--- src/rtl/fpc_pkg.sv ---
package fpc_pkg;

  localparam logic [3:0] PFX_HI  = 4'hF;
  localparam logic [3:0] PFX_MID = 4'h7;
  localparam int         FR_DEPTH = 32;
  localparam int         CR_DEPTH = 16;
  localparam int         FR_AW = $clog2(FR_DEPTH);
  localparam int         CR_AW = $clog2(CR_DEPTH);

  typedef enum logic [2:0] {
    CLS_NONE = 3'd0,
    CLS_BIN  = 3'd1,
    CLS_UNA  = 3'd2,
    CLS_CONV = 3'd3,
    CLS_CMP  = 3'd4,
    CLS_MOVE = 3'd5
  } fpc_cls_e;

  typedef enum logic [4:0] {
    OP_NONE  = 5'd0,
    OP_ADD   = 5'd1,
    OP_SUB   = 5'd2,
    OP_MUL   = 5'd3,
    OP_DIV   = 5'd4,
    OP_SQRT  = 5'd5,
    OP_ABS   = 5'd6,
    OP_FMOV  = 5'd7,
    OP_NEG   = 5'd8,
    OP_RNDW  = 5'd9,
    OP_TRNW  = 5'd10,
    OP_CEILW = 5'd11,
    OP_FLRW  = 5'd12,
    OP_F2W   = 5'd13,
    OP_W2F   = 5'd14,
    OP_CMP   = 5'd15,
    OP_C2F   = 5'd16,
    OP_F2C   = 5'd17,
    OP_C2X   = 5'd18,
    OP_X2C   = 5'd19
  } fpc_op_e;

  typedef struct packed {
    fpc_cls_e   cls;
    fpc_op_e    op;
    logic       illegal;
    logic [4:0] rd;
    logic [4:0] rs1;
    logic [4:0] rs2;
    logic [3:0] cond;
    logic [3:0] core_idx;
  } fpc_dec_t;

endpackage

--- src/rtl/fpc_rst_sync.sv ---
module fpc_rst_sync #(
  parameter int STAGES = 2
) (
  input  logic clk,
  input  logic rst_n,
  output logic rst_sync_n
);

  logic [STAGES-1:0] chain_q;

  always_ff @(posedge clk or negedge rst_n) begin
    if (!rst_n) begin
      chain_q <= '0;
    end else begin
      chain_q <= {chain_q[STAGES-2:0], 1'b1};
    end
  end

  assign rst_sync_n = chain_q[STAGES-1];

endmodule

--- src/rtl/fpc_decode.sv ---
module fpc_decode
  import fpc_pkg::*;
(
  input  logic [31:0] word,
  output fpc_dec_t    dec
);

  logic     pfx, legal, ok;
  logic     z_arith, z_one_src, z_cmp, z_move;
  logic [3:0] fop, sub;
  fpc_cls_e cls;
  fpc_op_e  op;

  always_comb begin
    pfx = (word[31:28] == PFX_HI) && (word[19:16] == PFX_MID);
    fop = word[23:20];
    sub = word[15:12];

    // must-be-zero groups
    z_arith   = !word[0];
    z_one_src = !word[1] && (word[7:4] == 4'h0);
    z_cmp     = !word[3] && (word[27:24] == 4'h0);
    z_move    = (word[11:4] == 8'h00) && !word[2] && !(word[1] && word[3]);

    cls = CLS_NONE;
    op  = OP_NONE;
    case (sub)
      4'h0: begin
        case (fop)
          4'h0: begin cls = CLS_BIN;  op = OP_ADD;   end
          4'h1: begin cls = CLS_BIN;  op = OP_SUB;   end
          4'h2: begin cls = CLS_BIN;  op = OP_MUL;   end
          4'h3: begin cls = CLS_BIN;  op = OP_DIV;   end
          4'h4: begin cls = CLS_UNA;  op = OP_SQRT;  end
          4'h5: begin cls = CLS_UNA;  op = OP_ABS;   end
          4'h6: begin cls = CLS_UNA;  op = OP_FMOV;  end
          4'h7: begin cls = CLS_UNA;  op = OP_NEG;   end
          4'hC: begin cls = CLS_CONV; op = OP_RNDW;  end
          4'hD: begin cls = CLS_CONV; op = OP_TRNW;  end
          4'hE: begin cls = CLS_CONV; op = OP_CEILW; end
          4'hF: begin cls = CLS_CONV; op = OP_FLRW;  end
          default: begin cls = CLS_NONE; op = OP_NONE; end
        endcase
      end
      4'h1: begin
        if (fop == 4'h4) begin cls = CLS_CONV; op = OP_F2W; end
      end
      4'h9: begin
        if (fop == 4'h0) begin cls = CLS_CONV; op = OP_W2F; end
      end
      4'h2: begin cls = CLS_CMP; op = OP_CMP; end
      4'hF: begin
        cls = CLS_MOVE;
        case ({word[1], word[0]})
          2'b00:   op = OP_C2F;
          2'b01:   op = OP_F2C;
          2'b10:   op = OP_C2X;
          default: op = OP_X2C;
        endcase
      end
      default: begin cls = CLS_NONE; op = OP_NONE; end
    endcase

    case (cls)
      CLS_BIN:           ok = z_arith;
      CLS_UNA, CLS_CONV: ok = z_arith && z_one_src;
      CLS_CMP:           ok = z_arith && z_cmp;
      CLS_MOVE:          ok = z_move;
      default:           ok = 1'b0;
    endcase

    legal        = pfx && ok;
    dec.cls      = legal ? cls : CLS_NONE;
    dec.op       = legal ? op  : OP_NONE;
    dec.illegal  = pfx && !legal;
    dec.cond     = (legal && (cls == CLS_CMP)) ? fop : 4'h0;
    dec.rd       = {word[3], word[27:24]};
    dec.rs1      = {word[2], word[11:8]};
    dec.rs2      = {word[1], word[7:4]};
    dec.core_idx = fop;
  end

endmodule

--- src/rtl/fpc_regfile.sv ---
module fpc_regfile #(
  parameter int               DEPTH   = 32,
  parameter int               WIDTH   = 32,
  parameter bit               HAS_RO0 = 1'b0,
  parameter logic [WIDTH-1:0] RO_VAL  = '0,
  localparam int              AW      = $clog2(DEPTH)
) (
  input  logic             clk,
  input  logic             rst_n,
  input  logic             we,
  input  logic [AW-1:0]    waddr,
  input  logic [WIDTH-1:0] wdata,
  input  logic [AW-1:0]    raddr,
  output logic [WIDTH-1:0] rdata
);

  logic [WIDTH-1:0] ent [DEPTH];

  for (genvar i = 0; i < DEPTH; i++) begin : g_ent
    if (HAS_RO0 && (i == 0)) begin : g_ro
      assign ent[i] = RO_VAL;
    end else begin : g_rw
      logic             wen;
      logic [WIDTH-1:0] val_q;
      assign wen = we && (waddr == AW'(i));
      always_ff @(posedge clk or negedge rst_n) begin
        if (!rst_n) begin
          val_q <= '0;
        end else if (wen) begin
          val_q <= wdata;
        end
      end
      assign ent[i] = val_q;
    end
  end

  assign rdata = ent[raddr];

endmodule

--- src/rtl/fpc_insn_unit.sv ---
module fpc_insn_unit
  import fpc_pkg::*;
#(
  parameter int          DW       = 32,
  parameter logic [DW-1:0] ID_VALUE = 32'hC0DE_0104
) (
  input  logic          clk,
  input  logic          rst_n,
  input  logic          insn_vld,
  input  logic [31:0]   insn,
  input  logic [DW-1:0] core_rd_data,
  output logic [3:0]    core_rd_idx,
  output logic          out_vld,
  output logic [2:0]    out_cls,
  output logic [4:0]    out_op,
  output logic [3:0]    out_cond,
  output logic [4:0]    out_rd,
  output logic [4:0]    out_rs1,
  output logic [4:0]    out_rs2,
  output logic          out_illegal,
  output logic          core_wb_en,
  output logic [3:0]    core_wb_idx,
  output logic [DW-1:0] core_wb_data
);

  logic     rst_q_n;
  fpc_dec_t dec;
  logic     fr_we, cr_we;
  logic [DW-1:0] fr_rdata, cr_rdata;

  // next-state
  logic          vld_d, ill_d, wb_en_d, idx_en;
  fpc_cls_e      cls_d;
  fpc_op_e       op_d;
  logic [3:0]    cond_d;
  logic [DW-1:0] wb_data_d;

  // state
  logic          vld_q, ill_q, wb_en_q;
  fpc_cls_e      cls_q;
  fpc_op_e       op_q;
  logic [3:0]    cond_q, wb_idx_q;
  logic [4:0]    rd_q, rs1_q, rs2_q;
  logic [DW-1:0] wb_data_q;

  fpc_rst_sync #(.STAGES(2)) u_rst (
    .clk        (clk),
    .rst_n      (rst_n),
    .rst_sync_n (rst_q_n)
  );

  fpc_decode u_dec (
    .word (insn),
    .dec  (dec)
  );

  assign core_rd_idx = dec.core_idx;
  assign fr_we = insn_vld && (dec.op == OP_C2F);
  assign cr_we = insn_vld && (dec.op == OP_C2X);

  fpc_regfile #(
    .DEPTH (FR_DEPTH), .WIDTH (DW), .HAS_RO0 (1'b0), .RO_VAL ('0)
  ) u_fr (
    .clk   (clk),
    .rst_n (rst_q_n),
    .we    (fr_we),
    .waddr (dec.rd),
    .wdata (core_rd_data),
    .raddr (dec.rd),
    .rdata (fr_rdata)
  );

  fpc_regfile #(
    .DEPTH (CR_DEPTH), .WIDTH (DW), .HAS_RO0 (1'b1), .RO_VAL (ID_VALUE)
  ) u_cr (
    .clk   (clk),
    .rst_n (rst_q_n),
    .we    (cr_we),
    .waddr (dec.rd[CR_AW-1:0]),
    .wdata (core_rd_data),
    .raddr (dec.rd[CR_AW-1:0]),
    .rdata (cr_rdata)
  );

  always_comb begin
    vld_d     = insn_vld;
    idx_en    = insn_vld;
    cls_d     = insn_vld ? dec.cls : CLS_NONE;
    op_d      = insn_vld ? dec.op  : OP_NONE;
    ill_d     = insn_vld && dec.illegal;
    cond_d    = insn_vld ? dec.cond : 4'h0;
    wb_en_d   = insn_vld && ((dec.op == OP_F2C) || (dec.op == OP_X2C));
    wb_data_d = (dec.op == OP_X2C) ? cr_rdata : fr_rdata;
  end

  always_ff @(posedge clk or negedge rst_q_n) begin
    if (!rst_q_n) begin
      vld_q     <= 1'b0;
      cls_q     <= CLS_NONE;
      op_q      <= OP_NONE;
      ill_q     <= 1'b0;
      cond_q    <= 4'h0;
      wb_en_q   <= 1'b0;
      rd_q      <= '0;
      rs1_q     <= '0;
      rs2_q     <= '0;
      wb_idx_q  <= '0;
      wb_data_q <= '0;
    end else begin
      vld_q   <= vld_d;
      cls_q   <= cls_d;
      op_q    <= op_d;
      ill_q   <= ill_d;
      cond_q  <= cond_d;
      wb_en_q <= wb_en_d;
      if (idx_en) begin
        rd_q  <= dec.rd;
        rs1_q <= dec.rs1;
        rs2_q <= dec.rs2;
      end
      if (wb_en_d) begin
        wb_idx_q  <= dec.core_idx;
        wb_data_q <= wb_data_d;
      end
    end
  end

  assign out_vld      = vld_q;
  assign out_cls      = cls_q;
  assign out_op       = op_q;
  assign out_cond     = cond_q;
  assign out_rd       = rd_q;
  assign out_rs1      = rs1_q;
  assign out_rs2      = rs2_q;
  assign out_illegal  = ill_q;
  assign core_wb_en   = wb_en_q;
  assign core_wb_idx  = wb_idx_q;
  assign core_wb_data = wb_data_q;

endmodule

--- config.mk ---
export PLATFORM = sky130hd
export DESIGN_NAME = fpc_insn_unit
export DESIGN_NICKNAME = d
export VERILOG_FILES = /design/src/rtl/fpc_pkg.sv /design/src/rtl/fpc_rst_sync.sv /design/src/rtl/fpc_decode.sv /design/src/rtl/fpc_regfile.sv /design/src/rtl/fpc_insn_unit.sv
export SDC_FILE = /design/constraint.sdc
export NUM_CORES = 2
export LEC_CHECK = 0
export ABC_AREA = 1
export BUFFER_PORTS_ARGS = -buffer_cell sky130_fd_sc_hd__buf_4
export CAP_MARGIN = 20
export CORE_MARGIN = 2
export CORE_UTILIZATION = 40
export CTS_CLUSTER_DIAMETER = 50
export DETAILED_ROUTE_END_ITERATION = 6
export SLEW_MARGIN = 20
export SYNTH_ARGS = -nofsm -noshare
export SYNTH_HDL_FRONTEND = slang
export SYNTH_SLANG_ARGS = --single-unit
--- constraint.sdc ---
create_clock -name clk -period 54.9 [get_ports clk]
set_input_delay 8.235 -clock clk [delete_from_list [all_inputs] [get_ports clk]]
set_output_delay 8.235 -clock clk [all_outputs]
set_load 0.01 [all_outputs]
---- Yosys cells after proc, flatten, opt, wreduce, memory -nomap -nowiden ----
Memory sizes are Yosys's and may differ from the RTL's.
Index checks and enable logic that the tools add are counted.
W data, S select, Z words.
word-level totals
  bits in registers ....................... 1572
  memory bits (read-only) ................. 96
  input bits .............................. 67
  word-level logic and storage cells ...... 226
  memories ................................ 1
operators by class
  order comparisons ....................... 2
  eq/ne operators ......................... 64
  mux-type cells .......................... 21
  bitwise operators ....................... 2
  reductions and logical operators ........ 77
memories
  memory            words  width  read ports  clocked after memory_dff  write ports  line              text
  (name not given)  16     6      1           0                         0            fpc_decode.sv:29  case (fop)
operators by type and width
  kind                  number
  $bmux W32 S5          1
  $mux W32              5
  $bmux W32 S4          1
  $eq A5 B5 Y1 const B  20
  $logic_and A1 B1 Y1   62
  $eq A4 B4 Y1 const B  11
  $eq A5 B4 Y1 const B  8
  $pmux W5 S5           1
  $eq A4 B3 Y1 const B  6
  $eq A5 B3 Y1 const B  4
  $logic_not A4 Y1      4
  $mux W4               4
  $pmux W3 S5           1
  $eq A4 B2 Y1 const B  3
  $eq A5 B2 Y1 const B  2
  $mux W5               2
  $eq A4 B1 Y1 const B  2
  $logic_not A8 Y1      1
  $eq A3 B2 Y1 const B  2
  $eq A3 B3 Y1 const B  2
  $ge A6 B6 Y1 const B  1
  $logic_not A1 Y1      6
  $mux W3               2
  $not A5 Y6            1
  13 further kinds      14

---- Logic depth before layout (Yosys ltp) ----
  word-level depth ........................ 11
  gate-level depth with buffers ........... 19
  depth with buffers taken out ............ 16

---- Modules after synthesis ----
A second synthesis with hierarchy kept.
unflattened totals
  cell total of the unflattened synthesis .. 9401
  area, all modules ....................... 73036.3 um^2
by module, submodules not included
  module              times used  cells each  area each (um^2)  seq. area each (um^2)
  fpc_regfile (u_fr)  1           5888        46427.0           25624.6
  fpc_regfile (u_cr)  1           3011        22731.8           12011.5
  fpc_insn_unit       1           380         3174.3            1651.6
  fpc_decode          1           119         649.4             0.0
  fpc_rst_sync        1           3           53.8              50.0

---- Least setup slack after synthesis ----
OpenSTA, ideal clock, no wires.
  path type ............................... input to output
  start ................................... input port insn[20]
  end ..................................... output port core_rd_idx[0]
  arrival ................................. 8.354 ns
  data required time ...................... 46.665 ns
  slack ................................... 38.311 ns
  stages on the path ...................... 1
  buffers on the path ..................... 1
  path through ............................ buf_4
RTL lines
  item         line                 text
  from (decl)  fpc_insn_unit.sv:10  input logic [31:0] insn,
  to (decl)    fpc_insn_unit.sv:12  output logic [3:0] core_rd_idx,
No word-level cell between the ends.

---- Worst setup path after layout ----
  start ................................... input port insn[23]
  end ..................................... output port core_rd_idx[3]
No word-level cell between the ends.

==> impl_metrics.json <==
{
  "final.min_clock_period_ns": 16.74,
  "ios": 137,
  "synthDistinctLibCells": 41,
  "switchingPower_uw": 655.9,
  "path_cells": "buf_4 > buf_4",
  "reg2reg_slack_ns": 51.01,
  "crit_top_cell": "buf_4",
  "yosysMostFrequentCell": "nand2_1",
  "clk_latency_ns": 0.85,
  "period_share_pct": 30.50,
  "r2r_start": "u_rst.chain_q[1]",
  "nFillCells": 17710,
  "root_buffer": "clkbuf_16",
  "clk_pin_slew_ns": 0.06,
  "p_total_uw": 2580,
  "grt_max_degree": 171,
  "synth_nets": 9228,
  "netlist.top_cell.by_area": "dfrtp_1",
  "syn-instance-count": 9156,
  "grt_pass1_wl_mm": 391.5,
  "skew_ns": 0.06602,
  "stdcell_area_sq_um": 81190,
  "final.setup.tns_ns": 0,
  "multi_input_area_sq_um": 27280,
  "drive_above_1_share_pct": 7.643,
  "cts.sinks": 1572,
  "dpl.cell_count": 11100,
  "numPortBuffers": 136,
  "ir_worst_vdd_v": 0.00002646,
  "die_area_sq_um": 184600,
  "combPwrFrac_pct": 6.3,
  "p_leak_uw": 0.04245,
  "place_area_sq_um": 74800,
  "worst_pin_slew_ns": 1.045,
  "route.detailed.wl_per_inst_um": 22.89,
  "power.density_nw_per_um2": 31.78,
  "h-tree-depth": 4,
  "dp_hpwl_mm": 148.0,
  "switching_share_pct": 25.42,
  "cts-buffers-inserted": 183,
  "initial_core_util_pct": 40.17,
  "cp_max_fo": 7,
  "clk_path_buf_depth": 3,
  "cellInternalPower_uw": 1924,
  "slowest_delay_ns": 0.14,
  "p_clk_share_pct": 48.7,
  "num_rows": 156,
  "netlist.area_leader.share_pct": 54.29,
  "ys_seq_elements": 1572,
  "synth_commonest_cells": "3638 x nand2_1, 1572 x dfrtp_1, 912 x o21ai_0",
  "crit_family": "buffers and inverters",
  "die_y_um": 429.6,
  "setup_viol": 0,
  "postCtsSetupBuffers": 0,
  "critPathBufInv": 2,
  "synth_edf_count": 0,
  "whs_ns": 0.2593,
  "crit_required_ns": 46.67,
  "arrival_ns": 8.51,
  "yosysWarnings": 0,
  "async_reset_ff_share_pct": 100.0,
  "antenna_found_initial": 4,
  "cap_violations": 0,
  "hold_viol": 0,
  "met1_length_mm": 108.4,
  "vias_per_cell": 5.511,
  "route.detailed.drc": 0,
  "cpMaxStageDelayCell": "buf_4",
  "start_kind": "input pin",
  "fin_cells": 11440,
  "drt_iter0_drc": 8512,
  "drv_slew": 0,
  "gp_congestion": 0.8866,
  "top_layer_used": "met5",
  "detail-route-antenna-nets": 0,
  "dr_wl_met2_mm": 115.0,
  "cp-end-kind": "primary output",
  "dr.pass1.iters": 6,
  "met3WireLength_mm": 24.67,
  "syn_area_per_cell_sq_um": 7.913,
  "ctsResizeCount": 0,
  "synth_area_leaders": "dfrtp_1 54%, nand2_1 19%, o21ai_0 6.3%, inv_1 4.1%, a22oi_1 2.7%",
  "core_sq_um": 180400,
  "num_vias": 63040,
  "syn-cell-area_sq_um": 72460,
  "grt_overflow": 0,
  "p_seq_share_pct": 45.0,
  "postCtsHoldBufs": 0,
  "grt_pass1_vias": 60110,
  "worstSetupPathType": "input pin to primary output",
  "seq_area_frac_synth_pct": 54.29,
  "relSlewSlack_pct": 30.15,
  "rsz0062_at_grt": "false",
  "hold_path_class": "register to asynchronous set/reset pin",
  "grt_use_total_pct": 28.03,
  "drt-total-wl_mm": 261.9,
  "synthFlopType": "dfrtp_1",
  "timing.fmax_mhz": 59.72,
  "die_width_um": 429.6,
  "nets": 8994,
  "cts_tree": "built",
  "crit_start": "insn[23]",
  "status": "finished clean",
  "syn2layout_area_growth_pct": 12.05,
  "regArea_sq_um": 39340
}
[placed cells by master, fill, tap and decap left out, drive strengths merged, types with 174 or more instances in the layout]
master  Yosys  routed
o21ai    1064    1064
a22oi     256     256
nand2    3642    3642
a21oi     175     175
inv       803     826
dfrtp    1572    1572
buf       266     283
o22ai     174     174
clkbuf    436     261
nor2      425     425
[registers in the layout (all words and copies together), names as in the netlist]
register               flops
out_rs2                    5
out_op                     5
out_rs1                    5
core_wb_data              32
core_wb_idx                4
u_cr.g_ent.g_rw.val_q    480
out_rd                     5
u_rst.chain_q              2
out_cond                   4
out_cls                    3
core_wb_en                 1
out_vld                    1
out_illegal                1
u_fr.g_ent.g_rw.val_q   1024
[area by class of cell]
cell class                      count  area share, %
Tap cell                         2370          3.652
Inverter                          809          3.753
Clock inverter                     69          1.127
Multi-Input combinational cell   6073          33.60
Sequential cell                  1572          48.46
Clock buffer                      261          6.545
Timing Repair Buffer              283          2.857
Antenna cell                        3       0.009247
[logic make-up (layout without fill, tap and decap cells)]
kind of cell,Yosys count,in the layout,synth area share (%)
other,1,4,0.005176
AND/OR/NAND/NOR,4271,4271,23.03
adder cells (fa/ha/maj),5,5,0.08634
buffers and inverters,1511,1422,8.399
flip-flops,1572,1572,54.29
AO/OA/AOI/OAI,1796,1796,14.19
[power groups by stage]
stage               combinational (uW)  sequential [uW]  clock (uW)
floorplan                         68.7             1200           0
global placement                   158             1180           0
detailed placement                 159             1180           0
CTS                                159             1160        1270
global route                       171             1160        1320
finish                             162             1160        1260
[metal layers]
layer	vias to the layer above	GRT usage, %
met5	-	0
met4	2	13.56
met3	517	5.627
met2	3109	42.58
met1	31000	38.37
li1	28420	-
[path summary, 6_finish.rpt]
path                                                  to  depth (start not counted)
max                                       core_rd_idx[3]                          2
min                          u_cr.g_ent[4].g_rw.val_q[4]                          0
max reg2reg                u_fr.g_ent[16].g_rw.val_q[31]                          4
min reg2reg                  u_cr.g_ent[4].g_rw.val_q[4]                          0
max in group asynchronous               u_rst.chain_q[1]                          1
min in group clk                        u_rst.chain_q[1]                          0
[metrics by stage]
stage	setup slack, ns	utilization (%)
2_1_floorplan	7.835	-
3_3_place_gp	38.16	41.45
3_5_place_dp	38.15	41.47
4_1_cts	38.15	44.93
5_1_grt	38.15	45.01
6_report	38.16	45.02
Note: power is estimated with default switching activity, not from simulation.
